### src/rtl/uart_int_id_pkg.sv
package uart_int_id_pkg;
  localparam int NSRC = 4;  // index 0 = highest priority

  typedef enum logic [2:0] {
    IID_NONE = 3'b000,
    IID_THRE = 3'b001,
    IID_RDA  = 3'b010,
    IID_RLS  = 3'b011,
    IID_CTI  = 3'b110
  } iid_e;

  function automatic iid_e src_code(input int idx);
    case (idx)
      0:       return IID_RLS;
      1:       return IID_RDA;
      2:       return IID_CTI;
      3:       return IID_THRE;
      default: return IID_NONE;
    endcase
  endfunction
endpackage

### src/rtl/uart_int_id_src.sv
module uart_int_id_src
  import uart_int_id_pkg::*;
#(
  parameter int IER_W   = 10,
  parameter int EN_RX   = 0,
  parameter int EN_THRE = 1,
  parameter int EN_RLS  = 2
) (
  input  logic             clk_i,
  input  logic             rst_ni,
  input  logic             rls_i,
  input  logic             rda_i,
  input  logic             cti_i,
  input  logic             thre_set_i,
  input  logic             thre_clr_i,
  input  logic [IER_W-1:0] ier_i,
  output logic [NSRC-1:0]  pend_o
);
  logic thre_q;

  // set wins over clear so an event during a clearing read survives
  always_ff @(posedge clk_i or negedge rst_ni) begin
    if (!rst_ni)         thre_q <= 1'b0;
    else if (thre_set_i) thre_q <= 1'b1;
    else if (thre_clr_i) thre_q <= 1'b0;
  end

  always_comb begin
    pend_o[0] = rls_i  & ier_i[EN_RLS];
    pend_o[1] = rda_i  & ier_i[EN_RX];
    pend_o[2] = cti_i  & ier_i[EN_RX];
    pend_o[3] = thre_q & ier_i[EN_THRE];
  end

  assert_thre_clear_R5: assert property (@(posedge clk_i) disable iff (!rst_ni)
    (thre_clr_i && !thre_set_i) |=> !thre_q);
  assert_thre_keep_R6: assert property (@(posedge clk_i) disable iff (!rst_ni)
    thre_set_i |=> thre_q);
endmodule

### src/rtl/uart_int_id_prio.sv
module uart_int_id_prio
  import uart_int_id_pkg::*;
(
  input  logic [NSRC-1:0] pend_i,
  output logic [2:0]      code_o,
  output logic            any_o
);
  always_comb begin
    code_o = IID_NONE;
    for (int i = NSRC - 1; i >= 0; i--) begin
      if (pend_i[i]) code_o = src_code(i);
    end
    any_o = |pend_i;
  end
endmodule

### src/rtl/uart_int_id.sv
module uart_int_id
  import uart_int_id_pkg::*;
#(
  parameter int IER_W  = 10,
  parameter int WORD_W = 32
) (
  input  logic              clk_i,
  input  logic              rst_ni,
  input  logic              rls_i,
  input  logic              rda_i,
  input  logic              cti_i,
  input  logic              thre_set_i,
  input  logic              ab_done_i,
  input  logic              ab_tmo_i,
  input  logic [IER_W-1:0]  ier_i,
  input  logic              fifo_en_i,
  input  logic              rd_i,
  output logic [WORD_W-1:0] iir_o,
  output logic              irq_o,
  output logic              thre_clr_o
);
  localparam int EN_RX      = 0;
  localparam int EN_THRE    = 1;
  localparam int EN_RLS     = 2;
  localparam int EN_AB_TMO  = 8;
  localparam int EN_AB_DONE = 9;
  localparam int B_PEND_N   = 0;
  localparam int B_CODE_LO  = 1;
  localparam int B_CODE_HI  = 3;
  localparam int B_FIFO_LO  = 6;
  localparam int B_FIFO_HI  = 7;
  localparam int B_AB_DONE  = 8;
  localparam int B_AB_TMO   = 9;
  localparam logic [WORD_W-1:0] RST_WORD = WORD_W'(1);

  logic [NSRC-1:0]   pend;
  logic [2:0]        code;
  logic              any;
  logic [WORD_W-1:0] live;

  uart_int_id_src #(
    .IER_W(IER_W), .EN_RX(EN_RX), .EN_THRE(EN_THRE), .EN_RLS(EN_RLS)
  ) u_src (
    .clk_i     (clk_i),
    .rst_ni    (rst_ni),
    .rls_i     (rls_i),
    .rda_i     (rda_i),
    .cti_i     (cti_i),
    .thre_set_i(thre_set_i),
    .thre_clr_i(thre_clr_o),
    .ier_i     (ier_i),
    .pend_o    (pend)
  );

  uart_int_id_prio u_prio (
    .pend_i(pend),
    .code_o(code),
    .any_o (any)
  );

  always_comb begin
    live = '0;
    live[B_PEND_N]              = ~any;
    live[B_CODE_HI:B_CODE_LO]   = code;
    live[B_FIFO_HI:B_FIFO_LO]   = {2{fifo_en_i}};
    live[B_AB_DONE]             = ab_done_i & ier_i[EN_AB_DONE];
    live[B_AB_TMO]              = ab_tmo_i  & ier_i[EN_AB_TMO];
  end

  // word freezes during a read; request keeps tracking live state
  always_ff @(posedge clk_i or negedge rst_ni) begin
    if (!rst_ni) begin
      iir_o <= RST_WORD;
      irq_o <= 1'b0;
    end else begin
      if (!rd_i) iir_o <= live;
      irq_o <= ~live[B_PEND_N] | live[B_AB_DONE] | live[B_AB_TMO];
    end
  end

  assign thre_clr_o = rd_i & ~iir_o[B_PEND_N] & (iir_o[B_CODE_HI:B_CODE_LO] == IID_THRE);

  assert_freeze_R4: assert property (@(posedge clk_i) disable iff (!rst_ni)
    rd_i |=> $stable(iir_o));
  assert_idle_code_R2: assert property (@(posedge clk_i) disable iff (!rst_ni)
    iir_o[B_PEND_N] |-> (iir_o[B_CODE_HI:B_CODE_LO] == IID_NONE));
  assert_legal_code_R10: assert property (@(posedge clk_i) disable iff (!rst_ni)
    !iir_o[B_PEND_N] |-> (iir_o[B_CODE_HI:B_CODE_LO] inside {IID_THRE, IID_RDA, IID_RLS, IID_CTI}));
  assert_reserved_zero_R10: assert property (@(posedge clk_i) disable iff (!rst_ni)
    (iir_o[5:4] == 2'b00) && (iir_o[WORD_W-1:10] == '0));
  assert_irq_match_R11: assert property (@(posedge clk_i) disable iff (!rst_ni)
    !$past(rd_i) |-> (irq_o == (~iir_o[B_PEND_N] | iir_o[B_AB_DONE] | iir_o[B_AB_TMO])));
  assert_clr_on_read_R5: assert property (@(posedge clk_i) disable iff (!rst_ni)
    thre_clr_o |-> rd_i);
endmodule

### config.mk
export PLATFORM = sky130hd
export DESIGN_NAME = uart_int_id
export DESIGN_NICKNAME = d
export VERILOG_FILES = /design/src/rtl/uart_int_id_pkg.sv /design/src/rtl/uart_int_id_src.sv /design/src/rtl/uart_int_id_prio.sv /design/src/rtl/uart_int_id.sv
export SDC_FILE = /design/constraint.sdc
export NUM_CORES = 1
export LEC_CHECK = 0
export ABC_AREA = 0
export CORE_AREA = 2 2 39 41
export DETAILED_ROUTE_END_ITERATION = 12
export DIE_AREA = 0 0 41 43
export DONT_BUFFER_PORTS = 1
export GPL_ROUTABILITY_DRIVEN = 0
export PLACE_DENSITY_LB_ADDON = 0.3
export SYNTH_ARGS = -nofsm -noshare
export SYNTH_HDL_FRONTEND = slang
export SYNTH_SLANG_ARGS = --single-unit
export TNS_END_PERCENT = 1
### constraint.sdc
create_clock -name clk_i -period 1.6 [get_ports clk_i]
set_clock_uncertainty 0.2 [all_clocks]
set_input_delay 0.16 -clock clk_i [delete_from_list [all_inputs] [get_ports clk_i]]
set_output_delay 0.16 -clock clk_i [all_outputs]
set_load 0.01 [all_outputs]
==> results of run 1 <==
[kinds of logic after synthesis]
| logic type | after synthesis |
|---|---|
| compound gates | 9 |
| mux | 1 |
| other cells | 1 |
| simple gates | 15 |
| flops | 9 |
| buf+inv | 27 |
[state kept, by name, indices dropped and copies added, names as in the netlist]
name	cells
iir_o	7
irq_o	1
u_src.thre_q	1
[cell type report]
| class | instances | area share |
|---|---|---|
| Tap cell | 16 | 0.0270 |
| Timing Repair Buffer | 20 | 0.273 |
| Sequential cell | 9 | 0.305 |
| Inverter | 1 | 0.00506 |
| Multi-Input combinational cell | 49 | 0.354 |
| Clock buffer | 4 | 0.0354 |
[metrics by stage]
step	area [um^2]	setup slack (ns)	total power [uW]	util	hold slack, ns
6_report	742	0.0248	561	0.536	0.0764
5_1_grt	742	0.00878	598	0.536	0.105
4_1_cts	739	0.0330	566	0.534	0.0850
3_5_place_dp	513	0.404	347	0.371	-0.335
3_3_place_gp	513	0.412	346	0.371	-0.335
2_1_floorplan	692	0.457	390	-	-0.336
[routing by layer]
layer	global-route usage	vias up
li1	-	193
met4	0.0600	0
met3	0.0157	2
met5	0	-
met1	0.144	192
met2	0.263	30
[how the worst max path moves through the flow]
stage	start	end	slack, ns	cells past startpoint
after floorplan	iir_o[0]	u_src.thre_q	0.46	3
after global placement	iir_o[0]	u_src.thre_q	0.41	3
after global routing	ier_i[1]	iir_o[1]	0.009	4
final	ier_i[1]	iir_o[1]	0.02	4
after detailed placement	iir_o[0]	u_src.thre_q	0.40	3
after CTS	rd_i	thre_clr_o	0.03	3
[layout by cell type (no fill, tap or decap), types with 2 or more instances in the layout]
cell type	netlist	final
conb_1	1	24
dlygate4sd3_1	0	19
nand2_1	8	8
dfrtp_1	8	8
clkbuf_4	0	3
o21ai_1	2	2
[repair_timing]
action | in CTS | in global routing
hold buffers | 20 | 0
gates resized for setup | 0 | 1
endpoints found under the setup margin | 0 | 1
hold endpoints to repair | 18 | 0
[where the power goes]
group | switching, uW | internal (uW)
Sequential | 26.2 | 249
Clock | 72.1 | 95.7
Combinational | 59.9 | 58.8
Total | 158 | 403
[worst reg2reg max path, stage by stage, from the launching register on]
cell	delay, ns
dfrtp_1	0.38
nand3_1	0.11
dlygate4sd3_1	0.59
a21oi_2	0.13
==> summary.txt, run 1 <==
Global route
  – Vias in the first global route: 393
  – Largest net degree at the start of global routing: 10
  – Initial antenna violation count: 0
  – First-pass GRT wire length: 1670 um
  – Grt ovf: 0
  – Global Route Usage Sum: 0.141

Final layout
  – Nets: 104
  – Reg area: 226 um^2
  – # fillers: 136
  – Final cell count without fillers: 99
  – Multi-input gate area: 263 um^2
  – Antenna cells: 0
  – Layout cells sized above 1: 0.133
  – Synthesis-to-layout area growth: 22.5%

Routing
  – Met1 WL: 400 um
  – Met3 wire len: 123 um
  – Vias/cell: 4.21
  – Post-DRT Antenna Nets: 0
  – Residual DRC: 0
  – Routed WL per cell: 11.9 um
  – First-pass iteration count of the detailed router: 4
  – Met2 WL: 653 um
  – Starting DRT DRC Count: 2
  – Drt total wl: 1180 um
  – Vias: 417
  – Max layer used: met4

Clock tree
  – CTS tree: done
  – Post-CTS setup buffers: 0
  – Root Buffer: clkbuf_4
  – Clock latency at the later pin of the worst-skew pair: 0.25 ns
  – Clock sinks: 9
  – Clk pin slew, worst setup/hold paths: 0.06 ns
  – H-tree levels: 1
  – Max clock buf depth: 2
  – Cts bufs inserted: 3

Critical path
  – Worst Setup End Kind: register
  – Bufs and invs on worst path: 2
  – Most frequent CP cell: dlygate4sd3_1
  – Reg2reg end: iir_o[1]
  – Worst-path cell chain: dlygate4sd3_1, nand3_1, dlygate4sd3_1, a21oi_2
  – Critical path peak fanout: 2
  – Reg2Reg Depth: 3
  – Startpoint types: input port
  – CP max stage cell: dlygate4sd3_1
  – Worst path required time: 1.59 ns
  – CP Class: input port to register
  – Crit path DAT: 1.56 ns
  – Worst r2r src: u_src.thre_q
  – CP max stage delay: 0.59 ns
  – R2R Setup Slk: 0.12 ns
  – Family with the most delay on the worst path: buffers and inverters

Timing
  – Fin crit share: 0.985
  – Final-report max-slew violation count: 0
  – Final setup TNS: 0 ns
  – Max Freq: 0.635 GHz
  – Min Tclk post-route: 1.58 ns
  – Final hold vios: 0
  – Final setup vio count: 0
  – RSZ-0062 raised after global routing: no

Yosys
  – Adder-cell share of the synthesized area: 0
  – Synth area leader: dfrtp_1
  – Average size of a mapped cell: 9.77 um^2
  – XOR/XNOR share of the synthesized area: 0
  – Synth Area in Compound Gates: 0.120
  – Distinct cells, synth: 23
  – Post-synth EDFFs: 0
  – Synth Cell Area: 606 um^2
  – Top-area cell type share of the netlist area: 0.331
  – Post-Syn Instances: 62
  – Most common cell in the netlist: buf_4
  – Post-synth ARST share: 1.00
  – Post-Synth Simple-Gate Area: 0.140
  – Largest family of logic cells by synthesized area: buffers and inverters
  – Mux cell area share after synthesis: 0.0248
  – Main synth FF type: dfrtp_1
  – #FFs+latches synth: 9
  – Area contributors post-synth: dfrtp_1, buf_4, nand2_1
  – Register area share after synthesis: 0.374
  – YS warnings: 0
  – Commonest cells post-synth: buf_4, dfrtp_1, nand2_1, o21ai_1

Placement
  – IO buf count: 0
  – Detail Placement HPWL: 721 um
  – Placed cells: 75

Flow run
  – Count of max-cap constraint violations: 0

Status
  – Status: completed

Pwr
  – Leak: 0.000357 uW
  – PwrDens: 757 nW/um^2
  – VDD IR max: 0.000277 V

Die
  – Die area: 1760 um^2
  – Initial core utilization: 0.438
  – Ports: 54
  – Die Wd: 41 um
  – Rows: 14
  – Core ar.: 1380 um^2
  – Vert. Die Dim: 43 um

Min path
  – Worst min path class: input port to async pin
No activity file was read; power rests on OpenSTA's default activity.
==> run 2: changes to the inputs <==
==> constraint.sdc (replaced) <==
create_clock -name clk_i -period 1.45 [get_ports clk_i]
set_clock_uncertainty 0.2 [all_clocks]
set_input_delay 0.145 -clock clk_i [delete_from_list [all_inputs] [get_ports clk_i]]
set_output_delay 0.145 -clock clk_i [all_outputs]
set_load 0.01 [all_outputs]
==> run 2 against run 1 <==
Effect of this change:
- the run now ends with hold timing left
- core utilization decreased by 2.6 points
- flip-flop and latch count unchanged
- via count decreased by 4.8%
- routed wire length decreased by 13%
- combinational power about the same
- final area decreased by 4.9%
- critical endpoint is now thre_clr_o
- largest cell class unchanged
==> summary.txt, run 2 (synthesis results as in run 1) <==
Status
  – Status: finished with violations
  – Failing checks: hold timing

Global route
  – Vias in the first global route: 359 (-8.7%)
  – Largest net degree at the start of global routing: 12 (+2)
  – First-pass GRT wire length: 1490 um (-11%)
  – Global Route Usage Sum: 0.124 (-0.0170)
  – M2 GR Usage: 0.219 (-0.0438)
  – Layer with the highest usage: met2
  – Initial antenna violation count: 0 (unchanged)
  – Grt ovf: 0 (unchanged)
  – Met1 Use GR: 0.134 (-0.00936)
  – Met3 Usage GRT: 0.0157 (unchanged)

Timing
  – Final hold vios: 5 (+5)
  – Final hold slack: -0.242 ns (-0.318 ns)
  – Fin crit share: 0.978
  – Final setup TNS: 0 ns (unchanged)
  – Min Tclk post-route: 1.42 ns
  – Final setup vio count: 0 (unchanged)
  – RSZ-0062 raised after global routing: yes
  – Final-report max-slew violation count: 0 (unchanged)
  – Max Freq: 0.705 GHz

Final layout
  – # fillers: 137 (+0.74%)
  – Commonest non-fill, non-tap cell in the layout: conb_1
  – Synthesis-to-layout area growth: 16.5%
  – Antenna cells: 0 (unchanged)
  – Commonest non-fill, non-tap cells in the layout: conb_1, dlygate4sd3_1, nand2_1
  – Max reg flops: 7 (unchanged)
  – Layout cells sized above 1: 0.152 (+0.0194)
  – Design area: 706 um^2 (-4.9%)
  – Largest register by flop count: iir_o
  – Leading registers by flop count: iir_o: 7 flops, irq_o: 1 flops, u_src.thre_q: 1 flops
  – Nets: 100 (-3.8%)

Routing
  – Routed WL per cell: 10.8 um (-9.7%)
  – Drt total wl: 1030 um (-13%)
  – Residual DRC: 0 (unchanged)
  – First-pass iteration count of the detailed router: 3 (-1)
  – Vias/cell: 4.18 (-0.79%)
  – Vias: 397 (-4.8%)
  – Post-DRT Antenna Nets: 0 (unchanged)
  – Starting DRT DRC Count: 5 (+3)

Clock tree
  – Max clock buf depth: 2 (unchanged)
  – Clock latency at the later pin of the worst-skew pair: 0.25 ns (about the same)
  – Root Buffer: clkbuf_4
  – Clock sinks: 9 (unchanged)
  – CTS tree: done
  – H-tree levels: 1 (unchanged)
  – Hold Buf Count CTS: 17 (-15%)
  – Clk pin slew, worst setup/hold paths: 0.06 ns (about the same)
  – Cts bufs inserted: 3 (unchanged)

Die
  – Initial core utilization: 0.438 (unchanged)
  – Die area: 1760 um^2 (unchanged)
  – Vert. Die Dim: 43 um (unchanged)
  – Rows: 14 (unchanged)
  – Die Wd: 41 um (unchanged)
  – Ports: 54 (unchanged)
  – Core ar.: 1380 um^2 (unchanged)

Pwr
  – Leak: 0.000354 uW (-0.77%)
  – VDD IR max: 0.000310 V (+12%)
  – PwrDens: 863 nW/um^2 (+14%)

Critical path
  – CP Class: register to primary output
  – Critical path peak fanout: 3 (+1)
  – Worst Setup EP: thre_clr_o
  – Reg2Reg Depth: 3 (unchanged)
  – Worst-path cell chain: nor2_1, and3_4
  – R2R Setup Slk: 0.06 ns (-0.06 ns)
  – Worst r2r src: iir_o[3]
  – Worst path required time: 1.11 ns (-0.48 ns)
  – Worst Setup End Kind: primary output
  – CP max stage delay: 0.57 ns (-0.02 ns)
  – CP max stage cell: dfstp_2
  – Reg2reg end: iir_o[3]
  – Startpoint types: register
  – Critical Path Source: iir_o[0]
  – Crit path DAT: 1.07 ns (-0.49 ns)

Placement
  – Dpl cell area: 513 um^2 (unchanged)
  – IO buf count: 0 (unchanged)
  – Detail Placement HPWL: 721 um (unchanged)

Min path
  – Worst min path class: input port to register

Flow run
  – Count of max-cap constraint violations: 0 (unchanged)
[run 2: changes by cell type in the layout (fill, tap and decap cells not counted)]
cell,change
dlygate4sd3_1,-5
o21ai_0,-1
o21ai_1,+1
dfrtp_1,-1
dfrtp_2,+1
dlymetal6s4s_1,+1
[run 2: what timing repair did]
action / 4_1_cts / 5_1_grt
endpoints found under the hold margin: 18 / 5
setup endpoints to repair: 0 / 4
gates resized for setup: 0 / 4
setup buffers: 0 / 0
[run 2: how the worst min path moves through the flow]
stage                       from       end  cells past startpoint
after floorplan           rst_ni  iir_o[1]                      0
final                       rd_i  iir_o[0]                      1
after global placement    rst_ni  iir_o[8]                      0
after CTS                   rd_i  iir_o[0]                      1
after detailed placement  rst_ni  iir_o[9]                      0
after global routing        rd_i  iir_o[0]                      1
[run 2: per-layer routing]
layer	share of wire	wire length, um	vias up
met5	0	0	-
met1	0.36	371	180
met3	0.12	127	2
met4	0.0059	6	0
li1	-	-	186
met2	0.51	519	29
[run 2: report_power, final]
| part | total (uW) | switching, uW | internal (uW) |
|---|---|---|---|
| Sequential | 303 | 28.7 | 275 |
| Combinational | 118 | 61.7 | 56.6 |
| Clock | 187 | 81.7 | 106 |
[run 2: worst max-delay path, delay by kind of cell, from the launching register on]
kind	cells	cell delay (ns)
flops	1	0.57
simple gates	2	0.26
[run 2: cell type report]
class | count | area, um^2 | share of cell area
timing repair buffer | 16 | 165 | 0.234
clock buffer | 4 | 26.3 | 0.0372
multi-input combinational | 49 | 263 | 0.372
inverter | 1 | 3.75 | 0.00532
tap | 16 | 20.0 | 0.0284
sequential | 9 | 228 | 0.323
[run 2: per-stage QoR]
stage	utilization	cells	power [uW]	setup slack, ns
floorplan	-	85	430	0.307
CTS	0.513	96	617	0.0101
global route	0.510	95	651	-0.00620
detailed placement	0.371	75	383	0.254
global placement	0.371	75	382	0.262
finish	0.510	95	609	0.0321
==> run 3: changes to the inputs <==
--- a/config.mk
+++ b/config.mk
@@ -5,7 +5,7 @@
 export SDC_FILE = /design/constraint.sdc
 export NUM_CORES = 1
 export LEC_CHECK = 0
-export ABC_AREA = 0
+export ABC_AREA = 1
 export CORE_AREA = 2 2 39 41
 export DETAILED_ROUTE_END_ITERATION = 12
 export DIE_AREA = 0 0 41 43
==> run 3 against run 2 <==
Effect of this change:
- the run still ends with hold timing left
- area after synthesis decreased by 1.4%
- clock-buffer cell count unchanged
- hold slack improved by 0.22 ns
- flip-flop and latch count unchanged
- sequential share of layout area decreased by 1.8 points
- worst setup slack got worse by 0.018 ns
- die area unchanged
- highest routed layer unchanged
- register-to-register slack improved by 0.27 ns
- routed wire length increased by 20%
- clock power increased by 6%
- critical endpoint is now irq_o
==> summary.txt, run 3 <==
Clock tree
  – Clk pin slew, worst setup/hold paths: 0.06 ns (about the same)
  – Max clock buf depth: 2 (unchanged)
  – Cts bufs inserted: 3 (unchanged)
  – Clock sinks: 9 (unchanged)
  – CTS tree: done
  – Root Buffer: clkbuf_4
  – Clock latency at the later pin of the worst-skew pair: 0.26 ns (about the same)
  – Post-CTS setup buffers: 0 (unchanged)
  – H-tree levels: 1 (unchanged)

Final layout
  – Final Util: 0.538 (+0.0280)
  – Max reg flops: 7 (unchanged)
  – # fillers: 129 (-5.8%)
  – Nets: 118 (+18%)
  – Antenna cells: 0 (unchanged)
  – Design area: 744 um^2 (+5.5%)
  – Commonest non-fill, non-tap cells in the layout: conb_1, nand2_1, dlygate4sd3_1
  – Commonest non-fill, non-tap cell in the layout: conb_1
  – Synthesis-to-layout area growth: 24.7%
  – Largest register by flop count: iir_o
  – Layout cells sized above 1: 0.134 (-0.0179)
  – Leading registers by flop count: iir_o: 7 flops, irq_o: 1 flops, u_src.thre_q: 1 flops

Routing
  – Residual DRC: 0 (unchanged)
  – First-pass iteration count of the detailed router: 4 (+1)
  – Drt total wl: 1230 um (+20%)
  – Routed WL per cell: 10.9 um (+0.88%)
  – Post-DRT Antenna Nets: 0 (unchanged)
  – Vias/cell: 4.28 (+2.5%)
  – Vias: 484 (+22%)
  – Starting DRT DRC Count: 10 (+5)

Critical path
  – Worst-path cell chain: dlygate4sd3_1, nand2_1, dlygate4sd3_1, nand3_1
  – Family with the most delay on the worst path: buffers and inverters
  – Worst Setup End Kind: register
  – Worst path required time: 1.39 ns (+0.28 ns)
  – CP max stage delay: 0.54 ns (-0.03 ns)
  – Worst r2r src: iir_o[1]
  – Reg2Reg Depth: 5 (+2)
  – CP Class: input port to register
  – CP max stage cell: dlygate4sd3_1
  – Crit path DAT: 1.38 ns (+0.31 ns)
  – Critical path peak fanout: 2 (-1)
  – Most frequent CP cell: dlygate4sd3_1
  – R2R Setup Slk: 0.33 ns (+0.27 ns)
  – Startpoint types: input port
  – Bufs and invs on worst path: 2 (+2)
  – Reg2reg end: u_src.thre_q

Global route
  – M2 GR Usage: 0.256 (+0.0375)
  – Largest net degree at the start of global routing: 10 (-2)
  – Initial antenna violation count: 0 (unchanged)
  – Global Route Usage Sum: 0.161 (+0.0369)
  – Grt ovf: 0 (unchanged)
  – Vias in the first global route: 428 (+19%)
  – Met3 Usage GRT: 0.0785 (+0.0628)
  – Met1 Use GR: 0.172 (+0.0378)
  – First-pass GRT wire length: 1860 um (+25%)
  – Layer with the highest usage: met2

Pwr
  – VDD IR max: 0.000451 V (+46%)
  – Leak: 0.000418 uW (+18%)
  – Total chip power: 639 uW (+4.9%)
  – PwrDens: 858 nW/um^2 (-0.61%)

Placement
  – Dpl cell area: 515 um^2 (+0.49%)
  – Detail Placement HPWL: 731 um (+1.3%)
  – IO buf count: 0 (unchanged)

Timing
  – Max Freq: 0.697 GHz (-1.2%)
  – Final hold slack: -0.0173 ns (+0.224 ns)
  – Fin crit share: 0.990 (+0.0121)
  – Final setup vio count: 0 (unchanged)
  – Final hold vios: 2 (-3)
  – Final-report max-slew violation count: 0 (unchanged)
  – Final setup TNS: 0 ns (unchanged)
  – RSZ-0062 raised after global routing: yes
  – Min Tclk post-route: 1.44 ns (+0.0176 ns)

Die
  – Initial core utilization: 0.431 (-0.00633)
  – Core ar.: 1380 um^2 (unchanged)
  – Die area: 1760 um^2 (unchanged)
  – Ports: 54 (unchanged)
  – Die Wd: 41 um (unchanged)
  – Vert. Die Dim: 43 um (unchanged)
  – Rows: 14 (unchanged)

Yosys
  – Area contributors post-synth: dfrtp_1, buf_4, nand2_1
  – Synth area leader: dfrtp_1
  – Post-Syn Instances: 76 (+23%)
  – Post-synth ARST share: 1.00 (unchanged)
  – Post-synth EDFFs: 0 (unchanged)
  – Average size of a mapped cell: 7.85 um^2 (-20%)
  – Distinct cells, synth: 15 (-35%)
  – #FFs+latches synth: 9 (unchanged)
  – YS warnings: 0 (unchanged)
  – Top-area cell type share of the netlist area: 0.335 (+0.00485)
  – Most common cell in the netlist: buf_4
  – Synth Cell Area: 597 um^2 (-1.4%)
  – Commonest cells post-synth: buf_4, nand2_1, dfrtp_1, nor2_1, inv_1
  – Register area share after synthesis: 0.379 (+0.00549)
  – Main synth FF type: dfrtp_1

Min path
  – Worst hold endpoint: iir_o[9]
  – Worst Hold Depth: 3 (+2)
  – Min-Delay Startpoint: rd_i
  – Worst min path class: input port to register

Status
  – Status: finished with violations
  – Failing checks: hold timing

Flow run
  – Count of max-cap constraint violations: 0 (unchanged)
run 3: changes by cell type in the layout (fill, tap and decap cells not counted), sizes merged, moves of 2 or more:
cell	change
nor2	+6
nand3	+3
nor2b	-2
o21ai	-2
nand2	+11
a21oi	-2
dlygate4sd3	+2
inv	+6
run 3: worst max-delay path by stage:
stage	start	end	slack, ns	depth (start not counted)
2_1_floorplan	iir_o[0]	thre_clr_o	0.40	3
3_3_place_gp	iir_o[1]	thre_clr_o	0.33	4
3_5_place_dp	iir_o[1]	thre_clr_o	0.32	4
4_1_cts	iir_o[8]	iir_o[8]	0.02	3
5_1_grt	iir_o[1]	thre_clr_o	-0.03	4
6_report	ier_i[9]	irq_o	0.01	4
run 3: layout make-up:
class / instances / area [um^2] / area share
multi-input cells: 58 / 248 / 0.333
flip-flops and latches: 9 / 226 / 0.304
repair buffers: 19 / 198 / 0.266
clock buffers: 4 / 26.3 / 0.0353
inverters: 7 / 26.3 / 0.0353
well taps: 16 / 20.0 / 0.0269
run 3: per-stage QoR:
| step | std cells | setup WS, ns |
|---|---|---|
| 6_report | 113 | 0.0145 |
| 5_1_grt | 113 | -0.0327 |
| 4_1_cts | 113 | 0.0174 |
| 3_5_place_dp | 90 | 0.319 |
| 3_3_place_gp | 90 | 0.328 |
| 2_1_floorplan | 99 | 0.395 |
run 3: timing repair:
item	4_1_cts	5_1_grt
setup endpoints to repair	0	4
endpoints found under the hold margin	18	0
hold buffers	19	0
gates resized for setup	0	8
run 3: layer usage:
layer | vias up | routed length (um) | share of wire
li1 | 224 | - | -
met1 | 232 | 432 | 0.35
met2 | 26 | 673 | 0.55
met3 | 2 | 112 | 0.091
met4 | 0 | 10 | 0.0081
met5 | - | 0 | 0
run 3: cells by family after synthesis:
group,count (synthesis),share of synthesized area
buffers and inverters,32,0.358
and+or+nand+nor,30,0.214
DFF,9,0.379
AOI/OAI and AO/OA,4,0.0419
other,1,0.00628
run 3: worst register-to-register path: stages, from the launching register on:
cell and delay [ns]:
dfrtp_1 0.42, inv_1 0.07, nor2_2 0.11, nand3_2 0.10
nand2_1 0.07, nand2_1 0.04
run 3: where the power goes:
group          switching (uW)  leakage [uW]  internal, uW
registers                29.3      0.000103           275
logic                    76.9      0.000300          58.6
clock network            93.0     0.0000150           106
